**config.mk**
```make
export PLATFORM = sky130hd
export DESIGN_NAME = rst_vec_jammer
export DESIGN_NICKNAME = d
export VERILOG_FILES = /design/src/rtl/rvj_pkg.sv /design/src/rtl/rvj_mask_reg.sv /design/src/rtl/rvj_prio_enc.sv /design/src/rtl/rvj_vec_latch.sv /design/src/rtl/rst_vec_jammer.sv
export SDC_FILE = /design/constraint.sdc
export NUM_CORES = 1
export LEC_CHECK = 0
export ABC_AREA = 1
export BUFFER_PORTS_ARGS = -buffer_cell sky130_fd_sc_hd__buf_4
export CORE_MARGIN = 1
export CORE_UTILIZATION = 47
export DETAILED_ROUTE_END_ITERATION = 10
export PLACE_DENSITY = 0.92
export SLEW_MARGIN = 20
export SYNTH_ARGS = -nofsm -noshare
export SYNTH_HDL_FRONTEND = slang
export SYNTH_HIERARCHICAL = 1
export SYNTH_SLANG_ARGS = --single-unit
```
**constraint.sdc**
```tcl
create_clock -name clk -period 1.5 [get_ports clk]
set_input_delay 0.45 -clock clk [delete_from_list [all_inputs] [get_ports clk]]
set_output_delay 0.45 -clock clk [all_outputs]
set_load 0.03 [all_outputs]
```
**src/rtl/rvj_pkg.sv**
```systemverilog
package rvj_pkg;
  // index width fixes the number of restart vectors
  localparam int unsigned IDX_W  = 3;
  localparam int unsigned REQ_N  = 1 << IDX_W;
  localparam int unsigned BUS_W  = 8;
  localparam int unsigned PRE_W  = 2;
  localparam int unsigned POST_W = BUS_W - PRE_W - IDX_W;

  // build the restart opcode: prefix ones, index, suffix ones
  function automatic logic [BUS_W-1:0] rst_opcode(input logic [IDX_W-1:0] idx);
    return {{PRE_W{1'b1}}, idx, {POST_W{1'b1}}};
  endfunction
endpackage

```
**src/rtl/rvj_mask_reg.sv**
```systemverilog
module rvj_mask_reg #(
  parameter int unsigned N = rvj_pkg::REQ_N
) (
  input  logic         clk,
  input  logic         rst_n,
  input  logic         wr_en,
  input  logic [N-1:0] wr_data,
  input  logic [N-1:0] req,
  output logic [N-1:0] mask_q,
  output logic [N-1:0] active
);
  always_ff @(posedge clk) begin
    if (!rst_n)     mask_q <= '1;
    else if (wr_en) mask_q <= wr_data;
  end

  assign active = req & ~mask_q;
endmodule

```
**src/rtl/rvj_prio_enc.sv**
```systemverilog
module rvj_prio_enc #(
  parameter int unsigned IW = rvj_pkg::IDX_W,
  localparam int unsigned N = 1 << IW
) (
  input  logic [N-1:0]  act,
  output logic          any,
  output logic [IW-1:0] idx
);
  logic [N-1:0] win;

  // a line wins when it is active and no higher line is
  genvar g;
  generate
    for (g = 0; g < N; g++) begin : g_win
      if (g == N-1) begin : g_top
        assign win[g] = act[g];
      end else begin : g_low
        assign win[g] = act[g] & ~(|act[N-1:g+1]);
      end
    end
  endgenerate

  always_comb begin
    idx = '0;
    for (int i = 0; i < N; i++) begin
      if (win[i]) idx = idx | IW'(i);
    end
  end

  assign any = |act;
endmodule

```
**src/rtl/rvj_vec_latch.sv**
```systemverilog
module rvj_vec_latch #(
  parameter int unsigned IW = rvj_pkg::IDX_W
) (
  input  logic          clk,
  input  logic          rst_n,
  input  logic          hold,
  input  logic          any,
  input  logic [IW-1:0] idx,
  output logic          int_q,
  output logic [IW-1:0] idx_q
);
  always_ff @(posedge clk) begin
    if (!rst_n) begin
      int_q <= 1'b0;
      idx_q <= '0;
    end else begin
      int_q <= any;
      if (!hold) idx_q <= idx;
    end
  end
endmodule

```
**src/rtl/rst_vec_jammer.sv**
```systemverilog
module rst_vec_jammer
  import rvj_pkg::*;
(
  input  logic             clk,
  input  logic             rst_n,
  input  logic [REQ_N-1:0] irq_req,
  input  logic             mask_wr_en,
  input  logic [REQ_N-1:0] mask_wr_data,
  input  logic             inta_i,
  output logic             int_o,
  output logic [BUS_W-1:0] data_o,
  output logic             data_oe
);
  logic [REQ_N-1:0] mask_q;
  logic [REQ_N-1:0] active;
  logic             any_act;
  logic [IDX_W-1:0] enc_idx;
  logic [IDX_W-1:0] held_idx;

  rvj_mask_reg #(.N(REQ_N)) u_mask (
    .clk(clk), .rst_n(rst_n), .wr_en(mask_wr_en), .wr_data(mask_wr_data),
    .req(irq_req), .mask_q(mask_q), .active(active)
  );

  rvj_prio_enc #(.IW(IDX_W)) u_enc (
    .act(active), .any(any_act), .idx(enc_idx)
  );

  rvj_vec_latch #(.IW(IDX_W)) u_hold (
    .clk(clk), .rst_n(rst_n), .hold(inta_i), .any(any_act),
    .idx(enc_idx), .int_q(int_o), .idx_q(held_idx)
  );

  assign data_oe = inta_i;
  assign data_o  = inta_i ? rst_opcode(held_idx) : '0;
endmodule

```
==> results of run 1 <==
==> power groups by stage <==
stage / logic (W) / registers, W / clock network, W
global route: 0.000214 / 0.000357 / 0.000280
global placement: 0.000188 / 0.000360 / 0
finish: 0.000192 / 0.000354 / 0.000255
detailed placement: 0.000192 / 0.000362 / 0
CTS: 0.000194 / 0.000354 / 0.000261
floorplan: 0.000125 / 0.000366 / 0
==> flip-flops by register name (all words and copies together), names as in the netlist <==
signal         cells
u_hold/idx_q       3
u_hold/int_q       1
u_mask/mask_q      8
==> per-stage QoR <==
| step | util, % | power, W |
|---|---|---|
| 6_report | 71.6 | 0.000802 |
| 5_1_grt | 71.6 | 0.000851 |
| 4_1_cts | 71.6 | 0.000809 |
| 3_5_place_dp | 68.6 | 0.000553 |
| 3_3_place_gp | 68.6 | 0.000548 |
| 2_1_floorplan | - | 0.000490 |
==> logic make-up after synthesis <==
| kind of cell | Yosys count | synth area share (%) |
|---|---|---|
| AO/OA/AOI/OAI | 1 | 0.782 |
| AND/OR/NAND/NOR | 61 | 41.5 |
| buffers and inverters | 26 | 20.2 |
| flip-flops | 12 | 37.6 |
==> worst min path at each step <==
stage               slack, ns               end              from
floorplan                0.43  u_mask/mask_q[0]  u_mask/mask_q[0]
global placement         0.44  u_mask/mask_q[3]  u_mask/mask_q[3]
detailed placement       0.45  u_mask/mask_q[1]  u_mask/mask_q[1]
CTS                      0.38  u_mask/mask_q[5]   mask_wr_data[5]
global route             0.39  u_mask/mask_q[1]   mask_wr_data[1]
finish                   0.38  u_mask/mask_q[5]   mask_wr_data[5]
==> per-layer routing <==
layer,routed length (um),up-vias
met4,20,0
li1,-,335
met5,0,-
met3,110,2
met2,607,39
met1,439,254
==> worst min-delay path: stages <==
cell	delay, ns
buf_4	0.08
nand2_1	0.04
nand3_1	0.06
==> layout make-up <==
class,instances,area share [%]
Multi-Input combinational cell,62,31.8
Sequential cell,12,28.3
Timing Repair Buffer,29,25.6
Inverter,18,7.95
Clock buffer,4,4.27
Tap cell,14,2.06
==> cells in the final DEF, fill, tap and decap left out <==
cell      count
or2_4         1
nor2_1       15
inv_2         1
nand3_1       9
inv_1        17
dfxtp_1      12
nand2_4       1
buf_4        29
nor2_4        1
clkbuf_8      1
nand2_1      32
nor2_2        2
clkbuf_4      3
a21oi_1       1
==> results.py, run 1 <==
metrics = {
    "clock_tree": {
        "clk_pin_slew_worst_paths_ns": 0.08,
        "cts-root-buf": "clkbuf_4",
        "clock_sinks": 12,
        "htree_levels": 1,
        "clkLatencyLatePin_ns": 0.28,
        "cts_max_path_buffers": 2,
        "hold_buffers": 0,
        "cts_buffers": 3,
        "cts_post_setup_buffers_inserted": 0,
        "cts_resized": 0,
        "cts_tree": "yes",
    },
    "grt": {
        "antenna_found_initial": 0,
        "grt_pass1_vias": 482,
        "grt_max_degree": 16,
        "globalRouteOverflowTotal": 0,
        "grt_usage_pct": 18.9,
        "grt_use_met1_pct": 17.0,
        "grtUsageMet3_pct": 8.67,
        "busiest_layer": "met2",
        "grt_first_pass_wirelength_um": 1840,
        "met2_usage_pct": 35.4,
    },
    "sta": {
        "hold-worst-slack_ns": 0.379,
        "slew_headroom_pct": 86.9,
        "fin_ws_ns": 0.182,
        "fin_crit_sh_pct": 87.8,
        "drv_slew": 0,
        "setup_viol": 0,
        "finalSetupTns_ns": 0,
        "fin_skew_ns": 0.00493,
        "rsz0062_at_grt": "false",
        "min_period_ns": 1.32,
        "hold_viol": 0,
        "clock.fmax_mhz": 759,
        "worstMarginPinSlew_ns": 0.197,
    },
    "setup_path": {
        "cp_num_cells": 4,
        "r2r_cells": 8,
        "max_stage_delay_ns": 0.16,
        "path_class": "input pin to output port",
        "worstPathMaxFanout": 15,
        "required_ns": 1.05,
        "crit_path_start": "inta_i",
        "cp_slowest_cell": "buf_4",
        "crit_path_frequent_cell": "buf_4",
        "r2r_start": "u_mask/mask_q[6]",
        "crit_buf_inv": 3,
        "cp-end-kind": "output port",
        "start_kind": "input pin",
        "r2r_setup_slack_ns": 0.43,
        "cp.arrival_ns": 0.87,
        "r2r_end": "u_hold/idx_q[0]",
        "crit_family": "buffers and inverters",
        "worstPathCellList": "buf_4 -> nand2_1 -> inv_1 -> buf_4",
        "endpoint": "data_o[3]",
    },
    "logic_synthesis": {
        "netlist_area_sq_um": 639,
        "ys_ff_latch": 12,
        "ys_warn_count": 6,
        "synth_area_leaders": "dfxtp_1 38%, nand2_1 19%, inv_1 10%, nor2_1 8.8%, nand3_1 7.0%",
        "synth-edff-count": 0,
        "async_flop_share_pct": 0,
        "synth_cell_types": 14,
        "synth_top_area_share_pct": 37.6,
        "ys.flop_type": "dfxtp_1",
        "yosysSeqAreaShare_pct": 37.6,
        "synthTopCellsByCount": "32 x nand2_1, 17 x inv_1, 15 x nor2_1",
        "postSynthCellCount": 100,
        "syn-num-nets": 120,
        "synth_top_cell_by_area": "dfxtp_1",
        "syn_area_per_cell_sq_um": 6.39,
        "yosysMostFrequentCell": "nand2_1",
    },
    "final_layout": {
        "fill_cells": 103,
        "fin_nets": 146,
        "syn2layout_area_growth_pct": 32.9,
        "regArea_sq_um": 240,
        "stdcell_area_sq_um": 850,
        "multi_input_area_sq_um": 270,
        "fin_cells": 139,
        "diodes": 0,
        "layout-drive-gt1-share_pct": 31.2,
    },
    "detailed_routing": {
        "vias": 630,
        "viasPerCell": 4.53,
        "drt_wl_total_um": 1180,
        "drt_iter0_drc": 18,
        "antenna_left": 0,
        "drc": 0,
        "dr.pass1.iters": 4,
        "wire_per_inst_um": 8.46,
    },
    "floorplan": {
        "design.die.area_sq_um": 1510,
        "die_h_um": 38.9,
        "start_util_pct": 53.9,
        "die_w_um": 38.9,
        "num_rows": 12,
        "core_area_sq_um": 1190,
        "ioPinCount": 30,
    },
    "power": {
        "p_comb_share_pct": 24.0,
        "peakVddDrop_uv": 596,
        "power_density_nw_per_um2": 944,
        "power_switching_share_pct": 27.9,
        "seq_power_share_pct": 44.2,
        "intPower_w": 0.000578,
        "p_leak_nw": 0.505,
        "p_clk_share_pct": 31.8,
        "net-switching-power_w": 0.000224,
    },
    "placed_design": {
        "post_dp_cell_area_sq_um": 813,
        "gp_congestion": 0.760,
        "placedCellCount": 135,
        "hpwl_um": 873,
        "portBuffers": 29,
        "place_ws_ns": 0.178,
    },
    "worst_hold_path": {
        "hp-class": "input pin to register",
        "whs_path_depth": 3,
    },
    "run": {
        "cap_violations": 0,
    },
    "outcome": {
        "status": "finished, final reports clean",
    },
}
Power figures use the tool's default switching activity.
==> run 2, diff against run 1 <==
- CORE_AREA: unset -> 2 2 39 41
- CORE_MARGIN: 1 -> unset
- CORE_UTILIZATION: 47 -> unset
- CTS_BUF_LIST: unset -> sky130_fd_sc_hd__clkbuf_4
- DIE_AREA: unset -> 0 0 41 43
- PLACE_DENSITY: 0.92 -> 0.93
==> run 2 against run 1 <==
  * First-iteration DRC count decreased by 50%
  * Core utilization decreased by 11 points
  * Final area decreased by 0.88%
  * Non-clock buffer count unchanged
  * Routed wire length decreased by 7.1%
  * Clock power decreased by 20%
  * Clock-buffer cell count decreased by 1
  * Worst hold slack improved by 0.0014 ns
==> results.py, run 2 (same netlist as run 1, synthesis figures left out) <==
metrics = {
    "sta": {
        "hold-worst-slack_ns": 0.381,
        "slew_headroom_pct": 87.9,
        "hold_viol": 0,
        "drv_slew": 0,
        "fin_crit_sh_pct": 87.8,
        "setup_viol": 0,
        "finalSetupTns_ns": 0,
        "clock.fmax_mhz": 760,
        "worstMarginPinSlew_ns": 0.181,
        "fin_skew_ns": 0.00497,
        "rsz0062_at_grt": "false",
        "min_period_ns": 1.32,
    },
    "setup_path": {
        "cp_slowest_cell": "buf_4",
        "r2r_cells": 8,
        "crit_family": "buffers and inverters",
        "required_ns": 1.05,
        "worstPathCellList": "buf_4 -> nand2_1 -> inv_1 -> buf_4",
        "cp-end-kind": "output port",
        "r2r_start": "u_mask/mask_q[6]",
        "crit_path_start": "inta_i",
        "start_kind": "input pin",
        "cp.arrival_ns": 0.87,
        "crit_buf_inv": 3,
        "worstPathMaxFanout": 15,
        "r2r_setup_slack_ns": 0.44,
        "path_class": "input pin to output port",
        "r2r_end": "u_hold/idx_q[0]",
        "max_stage_delay_ns": 0.16,
        "crit_path_frequent_cell": "buf_4",
    },
    "placed_design": {
        "portBuffers": 29,
        "gp_congestion": 0.752,
        "hpwl_um": 849,
    },
    "worst_hold_path": {
        "hp-class": "input pin to register",
        "whs_path_depth": 3,
        "worstHoldStart": "mask_wr_data[4]",
        "hold_end": "u_mask/mask_q[4]",
    },
    "final_layout": {
        "fill_cells": 144,
        "syn2layout_area_growth_pct": 31.7,
        "final_cell_mix": "32 x nand2_1, 29 x buf_4, 17 x inv_1, 15 x nor2_1, 12 x dfxtp_1",
        "final_common_cell": "nand2_1",
        "largest_register_ffs": 8,
        "reg_top3": "u_mask/mask_q x8, u_hold/idx_q x3, u_hold/int_q x1",
        "diodes": 0,
        "layout-drive-gt1-share_pct": 30.4,
        "top_register": "u_mask/mask_q",
        "fin_nets": 146,
    },
    "detailed_routing": {
        "vias": 589,
        "wire_per_inst_um": 7.74,
        "antenna_left": 0,
        "drt_iter0_drc": 9,
        "drc": 0,
        "drt_wl_total_um": 1090,
        "viasPerCell": 4.18,
        "dr.pass1.iters": 4,
    },
    "clock_tree": {
        "cts-root-buf": "clkbuf_4",
        "clock_sinks": 12,
        "clk_pin_slew_worst_paths_ns": 0.08,
        "cts_resized": 0,
        "cts_max_path_buffers": 2,
        "cts_buffers": 3,
        "cts_tree": "yes",
        "hold_buffers": 0,
        "htree_levels": 1,
        "cts_post_setup_buffers_inserted": 0,
        "clkLatencyLatePin_ns": 0.27,
    },
    "floorplan": {
        "ioPinCount": 30,
        "design.die.area_sq_um": 1760,
        "num_rows": 14,
        "core_area_sq_um": 1380,
        "die_w_um": 41,
        "start_util_pct": 46.2,
        "die_h_um": 43,
    },
    "outcome": {
        "status": "finished, final reports clean",
    },
    "grt": {
        "antenna_found_initial": 0,
        "grt_first_pass_wirelength_um": 1730,
        "grt_pass1_vias": 451,
        "grt_max_degree": 16,
        "grt_usage_pct": 14.1,
        "globalRouteOverflowTotal": 0,
    },
    "power": {
        "p_leak_nw": 0.500,
        "peakVddDrop_uv": 545,
        "power_density_nw_per_um2": 887,
        "p_total_w": 0.000747,
    },
    "run": {
        "cap_violations": 0,
    },
}
-- run 2: power by group --
part / switching, W / total, W / internal (W)
combinational: 0.000102 / 0.000189 / 0.0000871
sequential: 0.0000113 / 0.000355 / 0.000343
clock: 0.000107 / 0.000203 / 0.0000963
total: 0.000220 / 0.000747 / 0.000527
-- run 2: final cells by class --
type	instances	area, sq um	area share [%]
Multi-Input combinational cell	62	270	32.1
Sequential cell	12	240	28.5
Timing Repair Buffer	29	218	25.9
Inverter	18	67.6	8.02
Clock buffer	3	22.5	2.67
Tap cell	16	20.0	2.38
Clock inverter	1	3.75	0.446
-- run 2: metrics by stage --
| stage | utilization, % | worst slack [ns] | std cells | cell area, sq um |
|---|---|---|---|---|
| 5_1_grt | 60.8 | 0.126 | 141 | 842 |
| 2_1_floorplan | - | 0.357 | 100 | 639 |
| 3_3_place_gp | 59.0 | 0.192 | 137 | 816 |
| 6_report | 60.8 | 0.184 | 141 | 842 |
| 4_1_cts | 60.8 | 0.179 | 141 | 842 |
| 3_5_place_dp | 59.0 | 0.179 | 137 | 816 |
-- run 2: worst max path at each step --
stage | to | cells after the start
finish | data_o[4] | 4
detailed placement | data_o[4] | 4
global placement | data_o[4] | 4
floorplan | u_hold/idx_q[0] | 8
global route | data_o[3] | 4
CTS | data_o[4] | 4
-- run 2: metal layers --
| layer | global-route usage [%] | vias to the layer above | wire length, um |
|---|---|---|---|
| met5 | 0 | - | 0 |
| met1 | 16.4 | 222 | 442 |
| met3 | 4.71 | 0 | 131 |
| met2 | 22.5 | 31 | 518 |
| li1 | - | 336 | - |
| met4 | 6.00 | 0 | 0 |
-- run 2: worst min-delay path, stage by stage --
cell and delay (ns):
buf_4 0.07, nand2_1 0.04, nand3_1 0.06
